`src/rtl/quadDacPkg.sv`:
```
package quadDacPkg;
  localparam int CH_COUNT = 4;
  localparam int ADDR_W   = $clog2(CH_COUNT);

  typedef struct packed {
    logic [CH_COUNT-1:0] wrEn;
    logic                loadAll;
  } strobes_t;
endpackage

```
`src/rtl/quadDacRstSync.sv`:
```
module quadDacRstSync #(
  parameter int SYNC_STAGES = 2
) (
  input  logic clk,
  input  logic porN,
  input  logic clrN,
  output logic regRstN
);
  logic              holdN;
  logic [SYNC_STAGES-1:0] chain;

  // Either source asserts at once; release is walked through the chain
  assign holdN = porN & clrN;

  always_ff @(posedge clk or negedge holdN) begin
    if (!holdN) chain <= '0;
    else        chain <= {chain[SYNC_STAGES-2:0], 1'b1};
  end

  assign regRstN = chain[SYNC_STAGES-1];
endmodule

```
`src/rtl/quadDacCtrl.sv`:
```
module quadDacCtrl
  import quadDacPkg::*;
(
  input  logic              clk,
  input  logic              porN,
  input  logic              regRstN,
  input  logic              csN,
  input  logic              wrN,
  input  logic [ADDR_W-1:0] addr,
  input  logic              loadN,
  output strobes_t          strobes
);
  logic wrPrev;
  logic wrRise;
  logic wrValid;

  // Edge tracker runs during clear so that the first edge after release is seen
  always_ff @(posedge clk or negedge porN) begin
    if (!porN) wrPrev <= 1'b1;
    else       wrPrev <= wrN;
  end

  assign wrRise  = wrN & ~wrPrev;
  assign wrValid = wrRise & ~csN & regRstN;

  genvar ch;
  generate
    for (ch = 0; ch < CH_COUNT; ch++) begin : g_dec
      assign strobes.wrEn[ch] = wrValid && (addr == ADDR_W'(ch));
    end
  endgenerate

  assign strobes.loadAll = ~loadN & regRstN;
endmodule

```
`src/rtl/quadDacPath.sv`:
```
module quadDacPath
  import quadDacPkg::*;
#(
  parameter int DATA_W = 12
) (
  input  logic                       clk,
  input  logic                       regRstN,
  input  strobes_t                   strobes,
  input  logic [DATA_W-1:0]          dataIn,
  output logic [CH_COUNT*DATA_W-1:0] dacOut
);
  genvar ch;
  generate
    for (ch = 0; ch < CH_COUNT; ch++) begin : g_ch
      logic [DATA_W-1:0] stageQ;
      logic [DATA_W-1:0] stageD;
      logic [DATA_W-1:0] outQ;

      assign stageD = strobes.wrEn[ch] ? dataIn : stageQ;

      always_ff @(posedge clk or negedge regRstN) begin
        if (!regRstN) stageQ <= '0;
        else          stageQ <= stageD;
      end

      // Loading from stageD makes a held-low load transparent to writes
      always_ff @(posedge clk or negedge regRstN) begin
        if (!regRstN)             outQ <= '0;
        else if (strobes.loadAll) outQ <= stageD;
      end

      assign dacOut[ch*DATA_W +: DATA_W] = outQ;
    end
  endgenerate
endmodule

```
`src/rtl/quadDacRegs.sv`:
```
module quadDacRegs
  import quadDacPkg::*;
#(
  parameter int DATA_W      = 12,
  parameter int SYNC_STAGES = 2
) (
  input  logic                       clk,
  input  logic                       rstN,
  input  logic                       clrN,
  input  logic                       csN,
  input  logic                       wrN,
  input  logic [1:0]                 addr,
  input  logic [DATA_W-1:0]          dataIn,
  input  logic                       loadN,
  input  logic                       pdIn,
  output logic [CH_COUNT*DATA_W-1:0] dacOut,
  output logic                       pdOut
);
  logic     regRstN;
  strobes_t strobes;

  quadDacRstSync #(.SYNC_STAGES(SYNC_STAGES)) i_rstSync (
    .clk     (clk),
    .porN    (rstN),
    .clrN    (clrN),
    .regRstN (regRstN)
  );

  quadDacCtrl i_ctrl (
    .clk     (clk),
    .porN    (rstN),
    .regRstN (regRstN),
    .csN     (csN),
    .wrN     (wrN),
    .addr    (addr),
    .loadN   (loadN),
    .strobes (strobes)
  );

  quadDacPath #(.DATA_W(DATA_W)) i_path (
    .clk     (clk),
    .regRstN (regRstN),
    .strobes (strobes),
    .dataIn  (dataIn),
    .dacOut  (dacOut)
  );

  assign pdOut = pdIn;
endmodule

```
`config.mk`:
```
export PLATFORM = sky130hd
export DESIGN_NAME = quadDacRegs
export DESIGN_NICKNAME = d
export VERILOG_FILES = /design/src/rtl/quadDacPkg.sv /design/src/rtl/quadDacRstSync.sv /design/src/rtl/quadDacCtrl.sv /design/src/rtl/quadDacPath.sv /design/src/rtl/quadDacRegs.sv
export SDC_FILE = /design/constraint.sdc
export NUM_CORES = 1
export LEC_CHECK = 0
export ABC_AREA = 1
export ABC_CLOCK_PERIOD_IN_PS = 3100
export BUFFER_PORTS_ARGS = -buffer_cell sky130_fd_sc_hd__buf_2
export CAP_MARGIN = 5
export CORE_ASPECT_RATIO = 1.25
export CORE_MARGIN = 2
export CORE_UTILIZATION = 40
export CTS_CLUSTER_SIZE = 16
export DETAILED_ROUTE_END_ITERATION = 16
export GPL_TIMING_DRIVEN = 1
export HOLD_SLACK_MARGIN = 0.12
export PLACE_DENSITY = 0.65
export SYNTH_ARGS = -nofsm -noshare
export SYNTH_HDL_FRONTEND = slang
export SYNTH_HIERARCHICAL = 1
export SYNTH_SLANG_ARGS = --single-unit
```
`constraint.sdc`:
```
create_clock -name clk -period 3.1 [get_ports clk]
set_input_delay 0 -clock clk [delete_from_list [all_inputs] [get_ports clk]]
set_output_delay 0 -clock clk [all_outputs]
set_load 0.01 [all_outputs]
```
==> metrics.md <==
| Metric | Value |
|---|---|
| Result of the run | finished clean |
| Instance area after placement | 0.00461 sq mm |
| Share of flip-flops with an asynchronous set or reset after synthesis | 100% |
| Number of resized instances in the post-cts repair step | 0 |
| Total global routing track utilization | around a fifth |
| Final Total Pwr | 3.23 mW |
| Power per cell area | 631 mW/mm^2 |
| Number of maximum-capacitance violations | 0 |
| Fin Hold WS | around 0.14 ns |
| CP bufs+invs | 4 |
| Maximum number of pins on one net before global-route repair | between 80 and 90 |
| Die Footprint | ~0.011 sq mm |
| Total I/O pin count | 70 |
| Number of search-and-repair iterations in the first detailed-routing pass | 4 |
| Count of antenna diodes in the layout | 0 |
| Post-Syn Area | 0.00417 sq mm |
| Fraction of layout instances using a drive strength above 1 | 16.4% |
| Drt total wl | 9.58 mm |
| CTS sink cnt | between 90 and 100 |
| Net count of the finished layout | 596 |
| Critical Path Sink Type | flip-flop |
| Initial antenna violation count | 0 |
| Critical setup path kind | flip-flop to flip-flop |
| First-pass GRT wire length | 16.3 mm |
| Maximum number of buffers from clock root to sink | 2 |
| Critical Path Fanout Max | 19 |
| Total congestion overflow after global routing | 0 |
| Clock slew at the register clock pins of the worst setup and hold paths | 0.07 ns |
| Cell types occupying the most area after synthesis | sky130_fd_sc_hd__dfrtp_1 (59%), sky130_fd_sc_hd__nand2_1 (18%), sky130_fd_sc_hd__and2_1 (7.2%), sky130_fd_sc_hd__inv_1 (6.2%), sky130_fd_sc_hd__nand3_1 (5.8%) |
| Maximum clock rate | 0.435 GHz |
| Critical path launch point type | flip-flop |
| Net count after synthesis | approximately 510 |
| Max Slew Vio Count | 0 |
| Clock tree skew after final layout | 0.00542 ns |
| Transition at the pin with the smallest max-transition slack | 0.978 ns |
| Gp weighted congestion | 0.798 |
| Final HPWL from detailed placement | a little over 6 mm |
| Average cell area after synthesis | 8.51 sq um |
| Standard-cell row count | 41 |
| Proportion of synthesized chip area in sequential cells | approximately 59% |
| P&R area growth vs syn | 22.8% |
| Finished Cell Area | 0.00512 sq mm |
| Core ar. | slightly above 0.01 sq mm |
| Post-Layout Cell Count | around 710 |
| Most instantiated library cell after synthesis | sky130_fd_sc_hd__nand2_1 |
| Final critical-path share of the clock period | 74.2% |
| VDD IR max | 0.000317 V |
| Required time of the worst setup path | ~3.3 ns |
| Area share of the largest cell type after synthesis | 58.8% |
| Worst Path Arrival | 2.53 ns |
| #FFs+latches synth | 99 |
| Finished Core Util | roughly half |
| Count of buffers from port buffering | 67 |
| Post-layout minimum cycle time | 2.30 ns |
| CTS buffer count | 9 |
| Horizontal die dimension | between 90 and 100 microns |
| Final hold violations | 0 |
| Worst rel slew slack | 34.8% |
| TritonCTS clock tree | yes |
| Distinct cell type count of the synthesized netlist | 13 |
| Per-cell via count in the routed design | between 4 and 5 |
| Post-synth EDFFs | 0 |
| CP dominant cell by count | sky130_fd_sc_hd__nand2_1 |
| Clock tree root driver cell | sky130_fd_sc_hd__clkbuf_16 |
| Top post-synthesis cells by count | sky130_fd_sc_hd__nand2_1 (198), sky130_fd_sc_hd__dfrtp_1 (98), sky130_fd_sc_hd__inv_1 (69) |
| Clock latency on the worst-skew pair | between 0.3 and 0.4 ns |
| Buffers inserted by post-CTS timing repair | 0 |
| Dpl ws | 1.30 ns |
| Total Neg Setup Slack | 0 ns |
| Count of antenna-violating nets left after detailed routing | 0 |
| Unrepaired setup endpoints after global routing | no |
| Max stage delay cell, worst path | sky130_fd_sc_hd__dfrtp_4 |
| Largest stage delay, worst path | ~0.60 ns |
| Leakage power figure | around 2.7 nW |
| Kind of cell with the highest combined delay on the critical path | buffers and inverters |
| Floorplan die height | 118 microns |
| Yosys top cell by area | sky130_fd_sc_hd__dfrtp_1 |
| # DRC | 0 |
| Instance count of the mapped netlist | 490 |
| Placed Cells | around 670 |
| Vias after detailed routing | 3283 |
| Total of endpoints with negative setup slack in the final report | 0 |
| Starting density of the core | 41.2% |
| Number of warnings issued by yosys | 6 |
| Number of global-route vias before repair | 3351 |
| Crit path cell chain | nand2_1 > inv_1 > nand2_2 > nor2_1 > buf_4 > inv_1 > nand2_1 > nand3_1 > dlygate4sd3_1 > nand2_1 |
| Primary flip-flop cell chosen by synthesis mapping | sky130_fd_sc_hd__dfrtp_1 |
| Tightest Hold Check Type | input port to flip-flop |
| Level count of the clock H-tree | 3 |
| Number of DRC violations after detailed-routing iteration 0 | 136 |
| WL/cell | 13.5 microns |
| Final WS setup | 0.800 ns |
## cell families after synthesis
group / count (synthesis) / share of synthesized area [%]
buffers and inverters: 89 / 8.89
DFF: 99 / 59.5
other: 1 / 0.0900
and+or+nand+nor: 301 / 31.6
## sequential cells by signal (all words and copies together), names as in the netlist
register,count
i_path/g_ch.outQ,48
i_path/g_ch.stageQ,48
i_rstSync/chain,2
i_ctrl/wrPrev,1
## what timing repair did
action | in CTS | in global routing
endpoints found under the hold margin | 71 | 0
endpoints found under the setup margin | 0 | 0
hold buffers | 20 | 0
## cell type report
cell class / instances / area [sq um]
multi-input cells: 302 / 1330
inverters: 70 / 263
repair buffers: 93 / 581
clock inverters: 6 / 63.8
well taps: 129 / 161
fillers: 942 / 4990
flip-flops and latches: 99 / 2480
clock buffers: 10 / 239
## metal layers
layer | routed length (microns) | vias up | track usage, %
li1 | - | 1625 | -
met1 | 4350 | 1554 | 26.1
met3 | 478 | 19 | 3.91
met5 | 0 | - | 0
met4 | 258 | 0 | 8.24
met2 | 4490 | 85 | 28.5
## cell usage in the layout, fill, tap and decap left out
| cell | count |
|---|---|
| sky130_fd_sc_hd__dfstp_2 | 1 |
| sky130_fd_sc_hd__dfrtp_1 | 97 |
| sky130_fd_sc_hd__inv_6 | 1 |
| sky130_fd_sc_hd__dfrtp_4 | 1 |
| sky130_fd_sc_hd__buf_4 | 6 |
| sky130_fd_sc_hd__clkbuf_16 | 9 |
| sky130_fd_sc_hd__nand2_2 | 1 |
| sky130_fd_sc_hd__clkinvlp_4 | 2 |
| sky130_fd_sc_hd__bufinv_16 | 1 |
| sky130_fd_sc_hd__nand2_1 | 198 |
| sky130_fd_sc_hd__and2_1 | 48 |
| sky130_fd_sc_hd__nor2_4 | 1 |
| sky130_fd_sc_hd__clkbuf_8 | 1 |
| sky130_fd_sc_hd__buf_2 | 67 |
| sky130_fd_sc_hd__dlygate4sd3_1 | 20 |
| sky130_fd_sc_hd__inv_1 | 69 |
| sky130_fd_sc_hd__nor2_1 | 4 |
| sky130_fd_sc_hd__conb_1 | 1 |
| sky130_fd_sc_hd__inv_2 | 1 |
| sky130_fd_sc_hd__nand3_1 | 48 |
| sky130_fd_sc_hd__nor2_2 | 1 |
| sky130_fd_sc_hd__clkinv_2 | 2 |
## path summary, 6_finish.rpt
path | from | to | slack (ns) | depth (start not counted)
max | i_rstSync/chain[1] | i_path/g_ch[0].outQ[9] | 0.80 | 10
min | dataIn[8] | i_path/g_ch[1].stageQ[8] | 0.14 | 4
max reg2reg | i_rstSync/chain[1] | i_path/g_ch[0].outQ[9] | 0.80 | 10
min reg2reg | i_rstSync/chain[1] | i_path/g_ch[2].stageQ[11] | 0.19 | 0
max in group asynchronous | clrN | i_rstSync/chain[1] | 1.24 | 7
min in group asynchronous | i_rstSync/chain[1] | i_path/g_ch[2].stageQ[11] | 0.19 | 0
## worst reg2reg max path, stage by stage, from the launching register on
cell and delay, ns:
sky130_fd_sc_hd__dfrtp_4 0.60, sky130_fd_sc_hd__nand2_1 0.11, sky130_fd_sc_hd__inv_1 0.06, sky130_fd_sc_hd__nand2_2 0.09, sky130_fd_sc_hd__nor2_1 0.05, sky130_fd_sc_hd__buf_4 0.18
sky130_fd_sc_hd__inv_1 0.32, sky130_fd_sc_hd__nand2_1 0.11, sky130_fd_sc_hd__nand3_1 0.09, sky130_fd_sc_hd__dlygate4sd3_1 0.55, sky130_fd_sc_hd__nand2_1 0.05
## where the power goes
group,total (mW),switching [mW],internal (mW),leakage [nW]
registers,1.57,0.0784,1.49,1.07
clock network,1.12,0.474,0.647,0.145
logic,0.537,0.306,0.231,1.50
total,3.23,0.859,2.37,2.71
(Power assumes the default switching activity.)
